$ cat src/rtl/sysclk_gen_pkg.sv
`timescale 1ns/1ps
package sysclk_gen_pkg;

    parameter int RATIO_SEL_W = 2;

    typedef enum logic {
        SRC_EXT = 1'b0,
        SRC_INT = 1'b1
    } clk_src_e;

    typedef enum logic {
        ST_RUN  = 1'b0,
        ST_HALT = 1'b1
    } gen_state_e;

    typedef struct packed {
        logic [RATIO_SEL_W-1:0] ratio;
        clk_src_e               src;
        logic                   osc_off;
    } clk_cfg_t;

    localparam clk_cfg_t CFG_AFTER_RESET = '{
        ratio:   {RATIO_SEL_W{1'b1}},
        src:     SRC_INT,
        osc_off: 1'b0
    };

    // Build the normalised request: reserved bit dropped, gate bit only
    // meaningful for the internal source.
    function automatic clk_cfg_t decode_cfg(input logic [3:0] mode,
                                            input logic       gate_off);
        clk_cfg_t c;
        c.ratio   = mode[3:2];
        c.src     = mode[0] ? SRC_INT : SRC_EXT;
        c.osc_off = mode[0] & gate_off;
        return c;
    endfunction

    function automatic logic cfg_halts(input clk_cfg_t c);
        return (c.src == SRC_INT) && c.osc_off;
    endfunction

endpackage

$ cat src/rtl/sysclk_src_mux.sv
`timescale 1ns/1ps
module sysclk_src_mux
    import sysclk_gen_pkg::*;
(
    input  logic     ext_tick,
    input  logic     int_tick,
    input  clk_src_e src,
    input  logic     osc_off,
    output logic     src_tick
);

    always_comb begin
        unique case (src)
            SRC_INT: src_tick = int_tick & ~osc_off;
            SRC_EXT: src_tick = ext_tick;
            default: src_tick = 1'b0;
        endcase
    end

endmodule

$ cat src/rtl/sysclk_prescaler.sv
`timescale 1ns/1ps
module sysclk_prescaler #(
    parameter int SEL_W = 2
) (
    input  logic             clk,
    input  logic             rst_n,
    input  logic             count_en,
    input  logic             clr,
    input  logic             tick,
    input  logic [SEL_W-1:0] ratio,
    output logic             wrap,
    output logic             stb
);

    localparam int CNT_W = (1 << SEL_W) - 1;

    logic [CNT_W-1:0] cnt_q;
    logic [CNT_W-1:0] limit;

    // ratio k divides by 2**k: terminal count is 2**k - 1
    always_comb begin
        limit = ~({CNT_W{1'b1}} << ratio);
        wrap  = count_en && tick && (cnt_q == limit);
    end

    always_ff @(posedge clk or negedge rst_n) begin
        if (!rst_n) begin
            cnt_q <= '0;
            stb   <= 1'b0;
        end else if (clr) begin
            cnt_q <= '0;
            stb   <= 1'b0;
        end else begin
            stb <= wrap;
            if (count_en && tick) begin
                cnt_q <= wrap ? '0 : cnt_q + 1'b1;
            end
        end
    end

endmodule

$ cat src/rtl/sysclk_cycle_div.sv
`timescale 1ns/1ps
module sysclk_cycle_div #(
    parameter int RATIO = 3
) (
    input  logic clk,
    input  logic rst_n,
    input  logic clr,
    input  logic adv,
    output logic mc_stb
);

    localparam int PH_W = (RATIO > 2) ? $clog2(RATIO) : 1;
    localparam logic [PH_W-1:0] PH_LAST = PH_W'(RATIO - 1);

    logic [PH_W-1:0] phase_q;
    logic            last;

    always_comb last = (phase_q == PH_LAST);

    always_ff @(posedge clk or negedge rst_n) begin
        if (!rst_n) begin
            phase_q <= '0;
            mc_stb  <= 1'b0;
        end else if (clr) begin
            phase_q <= '0;
            mc_stb  <= 1'b0;
        end else begin
            mc_stb <= adv && last;
            if (adv) begin
                phase_q <= last ? '0 : phase_q + 1'b1;
            end
        end
    end

endmodule

$ cat src/rtl/sysclk_gen.sv
`timescale 1ns/1ps
module sysclk_gen
    import sysclk_gen_pkg::*;
#(
    parameter int MC_RATIO = 3
) (
    input  logic       clk,
    input  logic       rst_n,
    input  logic       ext_tick,
    input  logic       int_tick,
    input  logic [3:0] mode_cfg,
    input  logic       osc_off,
    output logic       sys_stb,
    output logic       mc_stb
);

    gen_state_e state_q, state_d;
    clk_cfg_t   cfg_q, req_cfg;
    logic       cfg_diff;
    logic       cfg_apply;
    logic       count_en;
    logic       halted;
    logic       src_tick;
    logic       pre_wrap;
    logic [3:0] cfg_bits;

    always_comb begin
        req_cfg  = decode_cfg(mode_cfg, osc_off);
        cfg_diff = (req_cfg != cfg_q);
    end

    // next-state logic
    always_comb begin
        state_d = state_q;
        unique case (state_q)
            ST_RUN: begin
                if (sys_stb && cfg_diff) begin
                    state_d = cfg_halts(req_cfg) ? ST_HALT : ST_RUN;
                end
            end
            ST_HALT: begin
                if (cfg_diff) begin
                    state_d = cfg_halts(req_cfg) ? ST_HALT : ST_RUN;
                end
            end
            default: state_d = ST_RUN;
        endcase
    end

    // state and active configuration registers
    always_ff @(posedge clk or negedge rst_n) begin
        if (!rst_n) begin
            state_q <= ST_RUN;
            cfg_q   <= CFG_AFTER_RESET;
        end else begin
            state_q <= state_d;
            if (cfg_apply) begin
                cfg_q <= req_cfg;
            end
        end
    end

    // per-state outputs
    always_comb begin
        cfg_apply = 1'b0;
        count_en  = 1'b0;
        halted    = 1'b0;
        unique case (state_q)
            ST_RUN: begin
                cfg_apply = sys_stb && cfg_diff;
                count_en  = !cfg_apply;
            end
            ST_HALT: begin
                cfg_apply = cfg_diff;
                halted    = 1'b1;
            end
            default: ;
        endcase
    end

    assign cfg_bits = cfg_q;

    sysclk_src_mux u_mux (
        .ext_tick (ext_tick),
        .int_tick (int_tick),
        .src      (cfg_q.src),
        .osc_off  (cfg_q.osc_off),
        .src_tick (src_tick)
    );

    sysclk_prescaler #(
        .SEL_W (RATIO_SEL_W)
    ) u_pre (
        .clk      (clk),
        .rst_n    (rst_n),
        .count_en (count_en),
        .clr      (cfg_apply),
        .tick     (src_tick),
        .ratio    (cfg_q.ratio),
        .wrap     (pre_wrap),
        .stb      (sys_stb)
    );

    sysclk_cycle_div #(
        .RATIO (MC_RATIO)
    ) u_cyc (
        .clk    (clk),
        .rst_n  (rst_n),
        .clr    (cfg_apply),
        .adv    (pre_wrap),
        .mc_stb (mc_stb)
    );

endmodule

$ cat config.mk
export PLATFORM = sky130hd
export DESIGN_NAME = sysclk_gen
export DESIGN_NICKNAME = d
export VERILOG_FILES = /design/src/rtl/sysclk_gen_pkg.sv /design/src/rtl/sysclk_src_mux.sv /design/src/rtl/sysclk_prescaler.sv /design/src/rtl/sysclk_cycle_div.sv /design/src/rtl/sysclk_gen.sv
export SDC_FILE = /design/constraint.sdc
export NUM_CORES = 1
export LEC_CHECK = 0
export CORE_MARGIN = 10
export CORE_UTILIZATION = 35
export CTS_BUF_LIST = sky130_fd_sc_hd__clkbuf_4 sky130_fd_sc_hd__clkbuf_8
export DETAILED_ROUTE_END_ITERATION = 12
export SETUP_SLACK_MARGIN = 0.05
export SYNTH_ARGS = -nofsm -noshare
export SYNTH_HDL_FRONTEND = slang
export SYNTH_SLANG_ARGS = --single-unit
$ cat constraint.sdc
create_clock -name clk -period 2.95 [get_ports clk]
set_input_delay 0.59 -clock clk [delete_from_list [all_inputs] [get_ports clk]]
set_output_delay 0.59 -clock clk [all_outputs]
set_load 0.005 [all_outputs]
==> flow_summary.yaml, run 1 <==
run_status:
  status: "complete, no violations"
floorplan:
  die_width_um: 65.3
  initial_core_util_pct: 36.6
  io_pins: 11
  placementRows: 16
  core-area_um2: 1960
  die_h_um: 65.3
  die-area_um2: 4260
clock_network:
  cts-htree-levels: 1
  clkLatencyLatePin_ns: 0.27
  postCtsHoldBufs: 0
  clockRootBuffer: "clkbuf_4"
  cts_buffer_depth: 2
  cts.sinks: 12
  cts_setup_buffers: 0
  cts_tree: "built"
  numCtsBuffers: 3
  cts.reportedPaths.clkPinSlew_ns: 0.07
  cts-resized-gates: 0
synthesis:
  postSynthNetCount: 83
  syn_area_um2: 718
  synth_top_family_by_area: "simple AND/OR/NAND/NOR gates"
  yosys.area_share.simple_pct: 23.9
  ys_types: 31
  ys_seq_area_share_pct: 42.3
  synthXorXnorAreaFrac_pct: 4.88
  synth_fa_ha_area_share_pct: 1.74
  yosysWarnings: 0
  synth_seq_cells: 12
  syn-instance-count: 73
  synth_compound_area_share_pct: 12.5
  avgSynthCellArea_um2: 9.84
  yosys-mux-area-fraction_pct: 10.3
sta:
  hold_violations: 0
  drv_slew: 0
  fin_tns_setup_ns: 0
  worst_slew_pin_slew_ns: 0.509
  period_minus_slack_ns: 1.81
  max_slew_margin_pct: 66.0
  fin_crit_sh_pct: 61.4
  rsz0062_at_grt: "no"
  setup_viol: 0
  clock.fmax_mhz: 552
  finalClockSkew_ns: 0.00142
global_routing:
  overflow: 0
  grt_use_total_pct: 6.22
  grt_antenna_before_repair: 0
  grt_pass1_vias: 489
  grt_max_degree: 13
  grt_pass1_wl_um: 2080
cells_and_area:
  multi_input_area_um2: 383
  areaGrowthSynthToFinish_pct: 19.0
  diodes: 0
  fill_cells: 211
  regArea_um2: 304
  fin_nets: 94
  final_cell_count_no_fill: 110
  drive_gt1_share_pct: 19.3
critical_path:
  path_max_fanout: 5
  cp-start-kind: "input port"
  worstPathCellList: "clkdlybuf4s50_1, and3_1, a21oi_2, o21ai_0, and3b_1, and3b_1"
  critical-path-top-delay-family: "simple AND/OR/NAND/NOR gates"
  cp_common_cell: "and3b_1"
  worstPathRequired_ns: 3.12
  endpoint_kind: "flop"
  crit_path_top_delay_cell: "clkdlybuf4s50_1"
  worstSetupPathType: "in2reg"
  critPathBufInv: 1
  critPathArrivalTime_ns: 1.98
  worstReg2RegStart: "cfg_bits[3]"
  critPathMaxStageDelay_ns: 0.48
  cp-startpoint: "mode_cfg[0]"
worst_hold_path:
  hold_start: "cfg_bits[0]"
  hp-class: "reg2reg"
power:
  p_leak_nw: 0.354
  p_int_mw: 0.488
  p_sw_share_pct: 37.2
  vdd_drop_max_v: 0.000482
  power_frac_clock_pct: 16.5
  switching_power_mw: 0.288
  power.density_nw_per_um2: 908
  p_comb_share_pct: 40.0
  seq_power_share_pct: 43.5
detailed_routing:
  wl_per_cell_um: 11.2
  wl_um: 1230
  ant_nets: 0
  drt-initial-drc-count: 11
  dr.pass1.iters: 4
  vias: 541
  drc_errors: 0
  routed_via_density: 4.92
placed_design:
  io_buffers: 9
  dp.cells: 106
  dp_hpwl_um: 985
  routabilityCongestion: 0.746
run:
  drv_cap: 0
==> tightest hold or removal path, cell delays in order, from the launching register on <==
cell and delay (ns):
dfrtp_1 0.38, nand2_1 0.05, o21ai_0 0.06
==> cell families after synthesis <==
| family | after synthesis |
|---|---|
| AO/OA/AOI/OAI | 13 |
| XOR/XNOR | 4 |
| adder cells (fa/ha/maj) | 1 |
| buffers and inverters | 5 |
| flip-flops | 12 |
| multiplexers | 7 |
| AND/OR/NAND/NOR | 31 |
==> cell usage after synthesis <==
cell | instances | area share [%]
dfrtp_1 | 9 | 31
nor2_1 | 8 | 4.2
nand2_1 | 7 | 3.7
a21oi_1 | 4 | 2.8
mux2i_1 | 4 | 5.6
xnor2_1 | 4 | 4.9
and3_1 | 3 | 2.6
dfstp_2 | 3 | 11
mux2_2 | 3 | 4.7
a21oi_2 | 2 | 2.4
and3b_1 | 2 | 2.4
inv_1 | 2 | 1.0
nand3_1 | 2 | 1.4
nand3b_1 | 2 | 2.1
o21ai_0 | 2 | 1.4
a2111oi_0 | 1 | 1.2
a31oi_1 | 1 | 0.87
and4b_2 | 1 | 1.6
buf_4 | 1 | 1.0
buf_6 | 1 | 1.6
clkbuf_2 | 1 | 0.70
ha_1 | 1 | 1.7
nand2b_1 | 1 | 0.87
nand4_1 | 1 | 0.87
nor2b_1 | 1 | 0.87
nor3_2 | 1 | 1.4
o211ai_2 | 1 | 1.7
o22ai_1 | 1 | 0.87
o31a_1 | 1 | 1.2
or2_2 | 1 | 0.87
or2b_1 | 1 | 1.0
==> layout make-up <==
type	count	area share [%]
Timing Repair Buffer	9	10.5
Sequential cell	12	35.6
Tap cell	27	3.95
Inverter	2	0.878
Multi-Input combinational cell	56	44.8
Clock buffer	4	4.25
==> registers in the layout (all words and copies together) (netlist names) <==
name / flops
cfg_bits: 4
u_pre.cnt_q: 3
u_cyc.phase_q: 2
state_q: 1
u_cyc.mc_stb: 1
u_pre.stb: 1
==> path summary, 6_finish.rpt <==
| check | endpoint | slack [ns] | cells after the start |
|---|---|---|---|
| min in group asynchronous | u_cyc.phase_q[0] | 0.65 | 1 |
| min | cfg_bits[0] | 0.53 | 2 |
| min reg2reg | cfg_bits[0] | 0.53 | 2 |
| max reg2reg | u_cyc.phase_q[0] | 1.33 | 5 |
| max | u_cyc.mc_stb | 1.14 | 6 |
| max in group asynchronous | cfg_bits[3] | 1.94 | 1 |
==> per-layer routing <==
metal | up-vias | wire length (um) | track usage (%)
li1 | 282 | - | -
met2 | 13 | 563 | 9.39
met1 | 241 | 566 | 7.10
met5 | - | 0 | 0
met3 | 5 | 63 | 2.03
met4 | 0 | 37 | 4.81
==> cells in the final DEF, fill, tap and decap left out, types with 3 or more instances in the layout <==
cell type / n
a21oi_1: 4
and3_1: 3
clkbuf_4: 3
clkdlybuf4s50_1: 9
dfrtp_1: 9
dfstp_2: 3
mux2_2: 3
mux2i_1: 4
nand2_1: 7
nor2_1: 8
xnor2_1: 4
==> power groups by stage <==
stage | Combinational [mW] | Clock, mW | Sequential [mW]
3_5_place_dp | 0.313 | 0 | 0.341
6_report | 0.311 | 0.128 | 0.338
4_1_cts | 0.314 | 0.130 | 0.337
5_1_grt | 0.357 | 0.138 | 0.353
2_1_floorplan | 0.300 | 0 | 0.297
3_3_place_gp | 0.309 | 0 | 0.337
==> through the flow <==
step                hold slack, ns  setup WS [ns]  util (%)  power (mW)  instance area [um2]
global placement             0.515          0.847      41.7       0.647                  818
finish                       0.529           1.14      43.6       0.776                  855
floorplan                    0.294           1.39         -       0.597                  718
detailed placement           0.519          0.847      41.7       0.653                  818
CTS                          0.534           1.12      43.6       0.781                  855
global route                 0.584          0.979      43.6       0.848                  855
No activity file was read; power rests on OpenSTA's default activity.
==> inputs of run 2 (changes only) <==
Clock period 2.95 ns to 1.8 ns, I/O delays scaled along.
==> run 2 against run 1 <==
Compared with the run above: core utilization rose by 1.7 points; die area unchanged; sequential share of layout area down 1.3 points; largest cell class unchanged.
==> flow_summary.yaml, run 2 (same netlist as run 1, synthesis figures left out) <==
sta:
  drv_slew: 0
  finalClockSkew_ns: 0.00131
  holdWs_ns: 0.429
  rsz0062_at_grt: "no"
  setup_viol: 0
  max_slew_margin_pct: 64.7
  hold_violations: 0
  period_minus_slack_ns: 1.59
  worst_slew_pin_slew_ns: 0.528
  fin_crit_sh_pct: 88.5
  clock.fmax_mhz: 628
floorplan:
  die_h_um: 65.3
  die_width_um: 65.3
  core-area_um2: 1960
  placementRows: 16
  die-area_um2: 4260
  initial_core_util_pct: 36.6
  io_pins: 11
power:
  vdd_drop_max_v: 0.000736
  power.density_nw_per_um2: 1510
  p_leak_nw: 0.372
  power_mw: 1.34
critical_path:
  r2r_setup_slack_ns: 0.21
  cp_common_cell: "and3_1"
  cp-startpoint: "cfg_bits[3]"
  critPathBufInv: 0
  endpoint_kind: "flop"
  worstReg2RegStart: "cfg_bits[3]"
  critPathMaxStageDelay_ns: 0.60
  path_max_fanout: 7
  critical-path-top-delay-family: "simple AND/OR/NAND/NOR gates"
  worstPathCellList: "and3_1, o211ai_2, and3_1, and3b_2, mux2i_1"
  reg2reg_depth: 5
  crit_path_top_delay_cell: "dfstp_2"
  worstPathRequired_ns: 2.00
  cp-start-kind: "flop"
  timing.rr.end: "u_cyc.phase_q[1]"
  worstSetupPathType: "reg2reg"
  critPathArrivalTime_ns: 1.79
cells_and_area:
  layout_common_cells: "dfrtp_1, clkdlybuf4s50_1, nor2_1, nand2_1"
  diodes: 0
  areaGrowthSynthToFinish_pct: 23.5
  final_util_pct: 45.2
  fin_nets: 98
  design_area_um2: 887
  drive_gt1_share_pct: 24.1
  largest_reg_flops: 4
  fill_cells: 203
detailed_routing:
  wl_per_cell_um: 11.9
  ant_nets: 0
  routed_via_density: 5.12
  drt-initial-drc-count: 8
  drc_errors: 0
  wl_um: 1350
  vias: 584
  dr.pass1.iters: 4
run:
  drv_cap: 0
global_routing:
  grt_use_total_pct: 6.61
  overflow: 0
  grt_pass1_vias: 589
  grt_pass1_wl_um: 2330
  grt_antenna_before_repair: 0
  grt_max_degree: 13
worst_hold_path:
  hp-class: "in2async"
clock_network:
  clkLatencyLatePin_ns: 0.27
  cts-htree-levels: 1
  cts_buffer_depth: 2
  cts.sinks: 12
  cts.reportedPaths.clkPinSlew_ns: 0.07
  clockRootBuffer: "clkbuf_4"
  cts_tree: "built"
  numCtsBuffers: 3
placed_design:
  io_buffers: 9
  postPlaceCellArea_um2: 848
  dp_hpwl_um: 1080
  routabilityCongestion: 0.763
run_status:
  status: "complete, no violations"
## run 2: layer usage
layer  track usage (%)  up-vias  part of all wire [%]
li1                  -      289                     -
met1              7.21      278                    46
met2              11.6       12                    48
met3              1.69        5                   3.8
met4              3.21        0                   2.1
met5                 0        -                     0
## run 2: metrics by stage
| stage | setup TNS (ns) | instances | worst slack [ns] |
|---|---|---|---|
| after floorplan | 0 | 73 | 0.292 |
| after global placement | -0.0457 | 110 | -0.0330 |
| after detailed placement | -0.127 | 110 | -0.0425 |
| after CTS | 0 | 114 | 0.162 |
| after global routing | 0 | 114 | 0.0690 |
| final | 0 | 114 | 0.207 |
## run 2: area by class of cell
| cell class | count | area, um2 | share of cell area, % |
|---|---|---|---|
| multi-input cells | 56 | 385 | 43.4 |
| flip-flops and latches | 12 | 304 | 34.3 |
| repair buffers | 13 | 120 | 13.5 |
| clock buffers | 4 | 36.3 | 4.09 |
| well taps | 27 | 33.8 | 3.81 |
| inverters | 2 | 7.51 | 0.846 |
## run 2: worst max path at each step
| stage | slack, ns | depth (start not counted) | endpoint |
|---|---|---|---|
| after floorplan | 0.29 | 5 | u_pre.cnt_q[2] |
| after global routing | 0.07 | 4 | u_pre.cnt_q[2] |
| final | 0.21 | 5 | u_cyc.phase_q[1] |
| after CTS | 0.16 | 5 | u_cyc.phase_q[1] |
| after detailed placement | -0.04 | 6 | u_cyc.phase_q[1] |
| after global placement | -0.03 | 6 | u_cyc.phase_q[0] |
## run 2: worst register-to-register path, delay by kind of cell (launching register included)
kind	cells	cell delay (ns)
flip-flops	1	0.60
AO/OA/AOI/OAI	1	0.07
multiplexers	1	0.19
AND/OR/NAND/NOR	3	0.66
## run 2: what timing repair did
| item | in CTS | in global routing |
|---|---|---|
| gates resized for setup | 0 | 2 |
| buffers inserted | 0 | 0 |
| endpoints found under the setup margin | 0 | 2 |
| hold buffers | 0 | 0 |
## run 2: where the power goes
part	internal [mW]	leakage [nW]	switching (mW)
clock network	0.123	0.0210	0.0893
registers	0.402	0.147	0.154
logic	0.322	0.204	0.251
total	0.847	0.372	0.495
==> inputs of run 3 (changes only) <==
Settings changed: TNS_END_PERCENT set to 10.
==> run 3 against run 2 <==
Compared with the run above: first-iteration DRC count unchanged; non-clock buffer count stayed put; power barely moved; global-route usage did not move; core utilization fell by 0.064 points; flip-flop and latch count is the same; critical path depth unchanged; clock power barely moved; sequential power hardly changed; via count shrank 0.17%; worst setup slack got worse by 0.031 ns; critical path type unchanged; largest power group unchanged.
==> flow_summary.yaml, run 3 (same netlist as run 1, synthesis figures left out) <==
cells_and_area:
  fin_nets: 98
  diodes: 0
  areaGrowthSynthToFinish_pct: 23.3
  fill_cells: 204
  layout_common_cells: "dfrtp_1, clkdlybuf4s50_1, nor2_1, nand2_1"
  design_area_um2: 886
  final_util_pct: 45.2
  largest_reg_flops: 4
  drive_gt1_share_pct: 23.0
global_routing:
  grt_pass1_vias: 589
  grt_use_total_pct: 6.61
  grt_pass1_wl_um: 2330
  overflow: 0
  grt_antenna_before_repair: 0
  grt_max_degree: 13
sta:
  hold_violations: 0
  rsz0062_at_grt: "yes"
  setup_viol: 0
  drv_slew: 0
  finalClockSkew_ns: 0.00136
  holdWs_ns: 0.429
  period_minus_slack_ns: 1.62
  clock.fmax_mhz: 616
  worst_slew_pin_slew_ns: 0.528
  fin_crit_sh_pct: 90.3
  max_slew_margin_pct: 64.7
critical_path:
  critPathArrivalTime_ns: 1.82
  path_max_fanout: 7
  worstSetupPathType: "reg2reg"
  worstPathRequired_ns: 2.00
  r2r_setup_slack_ns: 0.18
  cp-start-kind: "flop"
  reg2reg_depth: 5
  timing.rr.end: "u_cyc.phase_q[1]"
  endpoint_kind: "flop"
  worstReg2RegStart: "cfg_bits[3]"
detailed_routing:
  drt-initial-drc-count: 8
  routed_via_density: 5.11
  wl_um: 1350
  dr.pass1.iters: 4
  ant_nets: 0
  wl_per_cell_um: 11.9
  vias: 583
  drc_errors: 0
placed_design:
  routabilityCongestion: 0.763
  postPlaceCellArea_um2: 848
  io_buffers: 9
  dp_hpwl_um: 1080
clock_network:
  postCtsHoldBufs: 0
  cts_setup_buffers: 0
  cts.reportedPaths.clkPinSlew_ns: 0.07
  numCtsBuffers: 3
  clkLatencyLatePin_ns: 0.27
  cts-htree-levels: 1
  cts_tree: "built"
  cts.sinks: 12
  clockRootBuffer: "clkbuf_4"
  cts_buffer_depth: 2
floorplan:
  die_width_um: 65.3
  io_pins: 11
  placementRows: 16
  core-area_um2: 1960
  die_h_um: 65.3
  initial_core_util_pct: 36.6
  die-area_um2: 4260
power:
  power.density_nw_per_um2: 1510
  p_leak_nw: 0.372
  vdd_drop_max_v: 0.000737
run:
  drv_cap: 0
worst_hold_path:
  hp-class: "in2async"
run_status:
  status: "complete, no violations"
run 3: how the worst max path moves through the flow:
stage                             to  slack, ns  cells after the start        start
floorplan             u_pre.cnt_q[2]       0.29                      5  cfg_bits[2]
global placement    u_cyc.phase_q[0]      -0.03                      6  mode_cfg[0]
detailed placement  u_cyc.phase_q[1]      -0.04                      6  mode_cfg[0]
CTS                 u_cyc.phase_q[1]       0.16                      5  cfg_bits[3]
global route        u_cyc.phase_q[0]       0.04                      5  cfg_bits[2]
finish              u_cyc.phase_q[1]       0.18                      5  cfg_bits[3]
run 3: worst max-delay path: stages (launching register included):
cell      delay [ns]
dfstp_2         0.60
and3_1          0.18
o211ai_2        0.07
and3_1          0.19
and3b_1         0.31
mux2i_1         0.20
run 3: through the flow:
stage          setup TNS, ns  power, mW  setup slack (ns)  cells
6_report                   0       1.34             0.175    114
5_1_grt                    0       1.45            0.0430    114
4_1_cts                    0       1.35             0.162    114
3_5_place_dp          -0.127       1.13           -0.0425    110
3_3_place_gp         -0.0457       1.12           -0.0330    110
2_1_floorplan              0      0.979             0.292     73
run 3: layout make-up:
| class | count | area [um2] | area share (%) |
|---|---|---|---|
| multi-input cells | 56 | 384 | 43.4 |
| well taps | 27 | 33.8 | 3.81 |
| inverters | 2 | 7.51 | 0.847 |
| clock buffers | 4 | 36.3 | 4.10 |
| flip-flops and latches | 12 | 304 | 34.3 |
| repair buffers | 13 | 120 | 13.6 |
run 3: routing by layer:
metal,track usage (%),wire length (um)
met2,11.6,651
met5,0,0
met1,7.21,619
met4,3.21,29
met3,1.69,51
run 3: timing repair:
item | in CTS | in global routing
endpoints found under the setup margin | 0 | 2
resized for setup | 0 | 1
endpoints found under the hold margin | 0 | 0
run 3: report_power, final:
part	internal (mW)	switching, mW
registers	0.402	0.154
logic	0.321	0.251
clock network	0.123	0.0894
total	0.846	0.495
